File: config.mk
export PLATFORM = sky130hd
export DESIGN_NAME = bus_unpacker
export DESIGN_NICKNAME = d
export VERILOG_FILES = /design/src/rtl/unpk_pkg.sv /design/src/rtl/unpk_cfg.sv /design/src/rtl/unpk_hold.sv /design/src/rtl/unpk_slice.sv /design/src/rtl/bus_unpacker.sv
export SDC_FILE = /design/constraint.sdc
export NUM_CORES = 1
export LEC_CHECK = 0
export ABC_CLOCK_PERIOD_IN_PS = 1800
export BUFFER_PORTS_ARGS = -buffer_cell sky130_fd_sc_hd__buf_4
export CORE_MARGIN = 8
export CORE_UTILIZATION = 44
export CTS_BUF_LIST = sky130_fd_sc_hd__clkbuf_8
export CTS_CLUSTER_DIAMETER = 120
export CTS_CLUSTER_SIZE = 16
export DETAILED_ROUTE_END_ITERATION = 12
export GPL_TIMING_DRIVEN = 0
export PLACE_DENSITY = 0.69
export SLEW_MARGIN = 10
export SYNTH_ARGS = -nofsm -noshare
export SYNTH_HDL_FRONTEND = slang
export SYNTH_SLANG_ARGS = --single-unit
File: constraint.sdc
create_clock -name clk_i -period 1.8 [get_ports clk_i]
set_input_delay 0.09 -clock clk_i [delete_from_list [all_inputs] [get_ports clk_i]]
set_output_delay 0.09 -clock clk_i [all_outputs]
set_load 0.005 [all_outputs]
File: src/rtl/unpk_pkg.sv
package unpk_pkg;

  typedef struct packed {
    logic byte_mode;
    logic big_end;
  } unpk_cfg_t;

endpackage

File: src/rtl/unpk_cfg.sv
module unpk_cfg
  import unpk_pkg::*;
(
  input  logic      clk_i,
  input  logic      rst_i,
  input  logic      size_byte_i,
  input  logic      big_endian_i,
  output unpk_cfg_t cfg_o
);

  unpk_cfg_t cfg_q;

  // Mode pins are only looked at while reset is held.
  always_ff @(posedge clk_i) begin
    if (rst_i) begin
      cfg_q.byte_mode <= size_byte_i;
      cfg_q.big_end   <= big_endian_i;
    end
  end

  assign cfg_o = cfg_q;

endmodule

File: src/rtl/unpk_hold.sv
module unpk_hold #(
  parameter int ENTRY_W     = 36,
  parameter int WORD_PIECES = 2,
  parameter int BYTE_PIECES = 4,
  parameter int IDX_W       = 2
) (
  input  logic               clk_i,
  input  logic               rst_i,
  input  logic               byte_mode_i,
  input  logic [ENTRY_W-1:0] fifo_data_i,
  input  logic               fifo_empty_i,
  output logic               fifo_rd_o,
  input  logic               req_i,
  output logic [ENTRY_W-1:0] hold_o,
  output logic [IDX_W-1:0]   idx_o,
  output logic               valid_o,
  output logic               take_o
);

  logic [ENTRY_W-1:0] hold_q;
  logic [IDX_W-1:0]   idx_q;
  logic               valid_q;
  logic               take;
  logic               last;
  logic               free;
  logic               pop;

  assign take = req_i && valid_q;
  assign last = byte_mode_i ? (idx_q == IDX_W'(BYTE_PIECES - 1))
                            : (idx_q == IDX_W'(WORD_PIECES - 1));
  assign free = !valid_q || (take && last);
  assign pop  = !rst_i && !fifo_empty_i && free;

  always_ff @(posedge clk_i) begin
    if (rst_i) begin
      hold_q  <= '0;
      idx_q   <= '0;
      valid_q <= 1'b0;
    end else if (pop) begin
      hold_q  <= fifo_data_i;
      idx_q   <= '0;
      valid_q <= 1'b1;
    end else if (take) begin
      if (last) begin
        idx_q   <= '0;
        valid_q <= 1'b0;
      end else begin
        idx_q <= idx_q + 1'b1;
      end
    end
  end

  assign fifo_rd_o = pop;
  assign hold_o    = hold_q;
  assign idx_o     = idx_q;
  assign valid_o   = valid_q;
  assign take_o    = take;

  AST_POP_RESTARTS: assert property (@(posedge clk_i) disable iff (rst_i)
    pop |=> (valid_q && idx_q == '0));

  AST_PENDING_KEEPS_VALID: assert property (@(posedge clk_i) disable iff (rst_i)
    (valid_q && !take) |=> valid_q);

  AST_EMPTY_STAYS_IDLE: assert property (@(posedge clk_i) disable iff (rst_i)
    (!valid_q && fifo_empty_i) |=> !valid_q);

endmodule

File: src/rtl/unpk_slice.sv
module unpk_slice
  import unpk_pkg::*;
#(
  parameter int ENTRY_W     = 36,
  parameter int PORT_W      = 18,
  parameter int BYTE_W      = 9,
  parameter int WORD_PIECES = 2,
  parameter int BYTE_PIECES = 4,
  parameter int IDX_W       = 2
) (
  input  logic               clk_i,
  input  logic               rst_i,
  input  unpk_cfg_t          cfg_i,
  input  logic [ENTRY_W-1:0] hold_i,
  input  logic [IDX_W-1:0]   idx_i,
  input  logic               take_i,
  output logic [PORT_W-1:0]  dout_o
);

  localparam int WIDX_W = (WORD_PIECES > 1) ? $clog2(WORD_PIECES) : 1;
  localparam int PAD_W  = PORT_W - BYTE_W;

  logic [PORT_W-1:0] word_sl [WORD_PIECES];
  logic [BYTE_W-1:0] byte_sl [BYTE_PIECES];

  for (genvar g = 0; g < WORD_PIECES; g++) begin : g_word
    assign word_sl[g] = hold_i[g*PORT_W +: PORT_W];
  end

  for (genvar g = 0; g < BYTE_PIECES; g++) begin : g_byte
    assign byte_sl[g] = hold_i[g*BYTE_W +: BYTE_W];
  end

  logic [WIDX_W-1:0] slot_w;
  logic [IDX_W-1:0]  slot_b;
  logic [PORT_W-1:0] nxt;

  always_comb begin
    slot_w = cfg_i.big_end ? (WIDX_W'(WORD_PIECES - 1) - idx_i[WIDX_W-1:0])
                           : idx_i[WIDX_W-1:0];
    slot_b = cfg_i.big_end ? (IDX_W'(BYTE_PIECES - 1) - idx_i) : idx_i;
    if (cfg_i.byte_mode) nxt = {{PAD_W{1'b0}}, byte_sl[slot_b]};
    else                 nxt = word_sl[slot_w];
  end

  logic [PORT_W-1:0] dout_q;

  always_ff @(posedge clk_i) begin
    if (rst_i)       dout_q <= '0;
    else if (take_i) dout_q <= nxt;
  end

  assign dout_o = dout_q;

  AST_BYTE_TOP_ZERO: assert property (@(posedge clk_i) disable iff (rst_i)
    cfg_i.byte_mode |-> (dout_q[PORT_W-1:BYTE_W] == '0));

  AST_RESET_CLEARS: assert property (@(posedge clk_i)
    $past(rst_i) |-> (dout_q == '0));

endmodule

File: src/rtl/bus_unpacker.sv
module bus_unpacker
  import unpk_pkg::*;
#(
  parameter int ENTRY_W = 36,
  parameter int PORT_W  = 18
) (
  input  logic               clk_i,
  input  logic               rst_i,
  input  logic               size_byte_i,
  input  logic               big_endian_i,
  input  logic [ENTRY_W-1:0] fifo_data_i,
  input  logic               fifo_empty_i,
  output logic               fifo_rd_o,
  input  logic               cs_n_i,
  input  logic               rd_en_i,
  output logic [PORT_W-1:0]  dout_o,
  output logic               dout_valid_o
);

  localparam int BYTE_W      = PORT_W / 2;
  localparam int WORD_PIECES = ENTRY_W / PORT_W;
  localparam int BYTE_PIECES = ENTRY_W / BYTE_W;
  localparam int IDX_W       = $clog2(BYTE_PIECES);

  unpk_cfg_t          cfg;
  logic [ENTRY_W-1:0] hold;
  logic [IDX_W-1:0]   idx;
  logic               take;
  logic               req;

  assign req = !cs_n_i && rd_en_i;

  unpk_cfg i_cfg (
    .clk_i       (clk_i),
    .rst_i       (rst_i),
    .size_byte_i (size_byte_i),
    .big_endian_i(big_endian_i),
    .cfg_o       (cfg)
  );

  unpk_hold #(
    .ENTRY_W    (ENTRY_W),
    .WORD_PIECES(WORD_PIECES),
    .BYTE_PIECES(BYTE_PIECES),
    .IDX_W      (IDX_W)
  ) i_hold (
    .clk_i       (clk_i),
    .rst_i       (rst_i),
    .byte_mode_i (cfg.byte_mode),
    .fifo_data_i (fifo_data_i),
    .fifo_empty_i(fifo_empty_i),
    .fifo_rd_o   (fifo_rd_o),
    .req_i       (req),
    .hold_o      (hold),
    .idx_o       (idx),
    .valid_o     (dout_valid_o),
    .take_o      (take)
  );

  unpk_slice #(
    .ENTRY_W    (ENTRY_W),
    .PORT_W     (PORT_W),
    .BYTE_W     (BYTE_W),
    .WORD_PIECES(WORD_PIECES),
    .BYTE_PIECES(BYTE_PIECES),
    .IDX_W      (IDX_W)
  ) i_slice (
    .clk_i (clk_i),
    .rst_i (rst_i),
    .cfg_i (cfg),
    .hold_i(hold),
    .idx_i (idx),
    .take_i(take),
    .dout_o(dout_o)
  );

  AST_IDLE_HOLDS_OUTPUT: assert property (@(posedge clk_i) disable iff (rst_i)
    !(!cs_n_i && rd_en_i && dout_valid_o) |=> $stable(dout_o));

  AST_POP_GIVES_VALID: assert property (@(posedge clk_i) disable iff (rst_i)
    fifo_rd_o |=> dout_valid_o);

endmodule

==> flow_summary.ini <==
[run_status]
status = finished, violations left
violations = negative setup slack

[placed_design]
portBuffers = 62
gp_congestion = 0.951
hpwl_um = 6220
placed_cells = 467
post-place-ws_ns = -0.334

[logic_synthesis]
synthTopCellsByArea = dfxtp_1, nand2b_1, mux2i_1
syn_inst = 309
synthSimpleGateAreaFrac = 0.193
synthAdderAreaFrac = 0.00812
synth_nets = 354
synth_top_family_by_area = multiplexers
synth_largest_area_cell = dfxtp_1
synth-xor-area-share = 0.00894
yosysWarningCount = 0
netlist.area_leader.share = 0.370
synth_cell_types = 32
synth_compound_area_frac = 0.163
avgSynthCellArea_um2 = 9.97
synth_mux_area_frac = 0.193
ys_seq_area_frac = 0.390
syn_area_um2 = 3080
synth-seq-cells = 59

[finish]
drive_gt1_frac = 0.318
area_delta_synth_final_pct = 37.7
final_cell_count_no_fill = 505
postLayoutCoreUtil = 0.624
antennaDiodeCount = 0
layout.nets = 449

[sta]
setup_violations = 1
max_slew_margin = 0.503
slew_viol_final = 0
final-hold-violation-count = 0
max_freq_mhz = 535
worst_pin_slew_ns = 0.742
setup_ws_ns = -0.0693
fin_setup_tns_ns = -0.0693
finalCriticalPeriod_ns = 1.87
skew_ns = 0.00978
fin_crit_sh = 1.04
grt_setup_unrepaired = true

[worst_setup_path]
reg2reg_from = i_cfg.cfg_o[1]
crit_path_start_kind = flop
rr_worst_depth = 6
cp_data_required_time_ns = 1.71
cp-startpoint = i_hold.idx_o[1]
endpoint_kind = primary output
critPathKind = reg -> out
cp_max_fo = 3
cp_data_arrival_time_ns = 1.78

[clock_network]
clk_pin_slew_ns = 0.08
cts_buffers = 9
cts_buffer_depth = 2
htreeDepth = 3
tritoncts = yes
cts_sinks = 59
clock_latency_ns = 0.35
root_buffer = clkbuf_8

[die]
die_w_um = 99.7
initial_core_util = 0.453
ios = 63
die-area_um2 = 9930
num_rows = 30
coreArea_um2 = 6790
die_y_um = 99.7

[grt]
grt_pass1_vias = 2727
antenna_found_initial = 0
gr-total-overflow = 0
gr-usage-all-layers = 0.178
grt_max_degree = 19
grt_pass1_wl_um = 13800

[power]
p_leak_nw = 1.73
ir_drop_mv = 0.572
p_per_area_nw_per_um2 = 833
total_power_mw = 3.53

[detailed_routing]
avgRoutedWirePerCell_um = 17.9
avgViaCountPerCell = 5.29
drt_iter0_drc = 131
drc = 0
drtPass1Iterations = 4
via_count = 2673
routed_wl_um = 9020
ant_nets = 0

[worst_hold_path]
min_path_type = in -> reg
hold_start = fifo_data_i[12]
whs_path_depth = 3

[run]
maxCapViolCount = 0
-- final cells by class --
type | instances | area [um2]
multi-input cells | 226 | 1810
repair buffers | 87 | 721
flip-flops and latches | 59 | 1210
well taps | 96 | 120
clock buffers | 9 | 124
clock inverters | 7 | 125
fillers | 572 | 2550
plain buffers | 20 | 134
inverters | 1 | 7.51
-- metal layers --
metal | vias up | global-route usage | part of all wire | wire length [um]
li1 | 1305 | - | - | -
met5 | - | 0 | 0 | 0
met3 | 6 | 0.0649 | 0.075 | 681
met4 | 0 | 0.0501 | 0.0096 | 87
met2 | 86 | 0.283 | 0.48 | 4310
met1 | 1276 | 0.220 | 0.44 | 3940
-- report_power, final --
| part | leakage [nW] | switching, mW | total (mW) | internal, mW |
|---|---|---|---|---|
| registers | 0.486 | 0.0783 | 1.45 | 1.38 |
| clock network | 0.124 | 0.575 | 1.51 | 0.931 |
| logic | 1.12 | 0.230 | 0.575 | 0.345 |
-- layout by cell type, fill, tap and decap left out, types with 2 or more instances in the layout --
master and instances:
dfxtp_1 55, clkbuf_8 9, buf_6 7, a2bb2oi_1 10
nand2_1 2, mux2_2 11, o31ai_1 9, dlygate4sd3_1 6
o22ai_1 18, nor2_1 11, nor3_1 2, edfxtp_1 2
o22a_1 16, mux2i_1 44, a22oi_1 9, and3b_1 2
buf_12 2, nand2b_1 74, buf_8 2, bufinv_16 3
buf_4 75, a21oi_2 2, nor2b_4 2, clkbuf_1 11
clkinv_4 3
-- cells by family after synthesis --
family,after synthesis
AOI/OAI and AO/OA,66
xor gates and xnor gates,1
adders and majority gates,2
buffers and inverters,24
DFF,59
muxes,58
and+or+nand+nor,99
-- cell usage after synthesis --
cell type,n
nor3_1,2
clkbuf_1,12
mux2i_1,46
a22oi_1,9
nor4bb_1,1
or2_1,1
nand2_1,3
and3b_1,2
o21ai_1,1
dfxtp_1,57
buf_8,1
nand3b_1,1
nor2_1,11
edfxtp_1,2
mux2_1,1
mux2_2,11
o22ai_1,18
a21oi_1,1
o31ai_1,9
buf_4,4
buf_2,3
nor3b_1,1
a21oi_2,2
inv_1,1
nand2b_1,74
buf_1,1
buf_6,2
nor2b_1,3
o22a_1,16
a2bb2oi_1,10
xor2_4,1
ha_1,2
-- per-stage QoR --
stage / hold WS, ns / cell area (um2)
after CTS: 0.00353 / 4080
after detailed placement: 0.270 / 3670
after global placement: 0.268 / 3670
after floorplan: 0.182 / 3080
after global routing: 0.00133 / 4240
final: 0.00964 / 4240
-- worst paths after layout --
path | slack, ns | endpoint
setup / recovery | -0.07 | fifo_rd_o
hold / removal | 0.01 | i_hold.hold_o[12]
setup reg to reg | 0.01 | i_hold.hold_o[8]
hold reg to reg | 0.47 | i_slice.dout_o[2]
-- what timing repair did --
action | in CTS | in global routing
hold buffers | 6 | 0
setup buffers | 12 | 7
resized for setup | 9 | 20
setup endpoints to repair | 41 | 47
pin swaps | 1 | 4
cloned | 0 | 1
endpoints found under the hold margin | 6 | 0
-- sequential cells by signal (all words and copies together), names as in the netlist --
| register | count |
|---|---|
| i_slice.dout_o | 18 |
| i_hold.idx_o | 2 |
| i_cfg.cfg_o | 2 |
| i_hold.valid_o | 1 |
| i_hold.hold_o | 36 |
-- worst max-delay path, stage by stage (launching register included) --
cell        delay (ns)
dfxtp_4           0.38
clkinvlp_4        0.11
ha_4              0.18
mux2i_4           0.17
o21ai_2           0.10
nor2b_4           0.15
buf_12            0.11
nor2b_4           0.11
buf_6             0.13
Note: power is estimated with default switching activity, not from simulation.
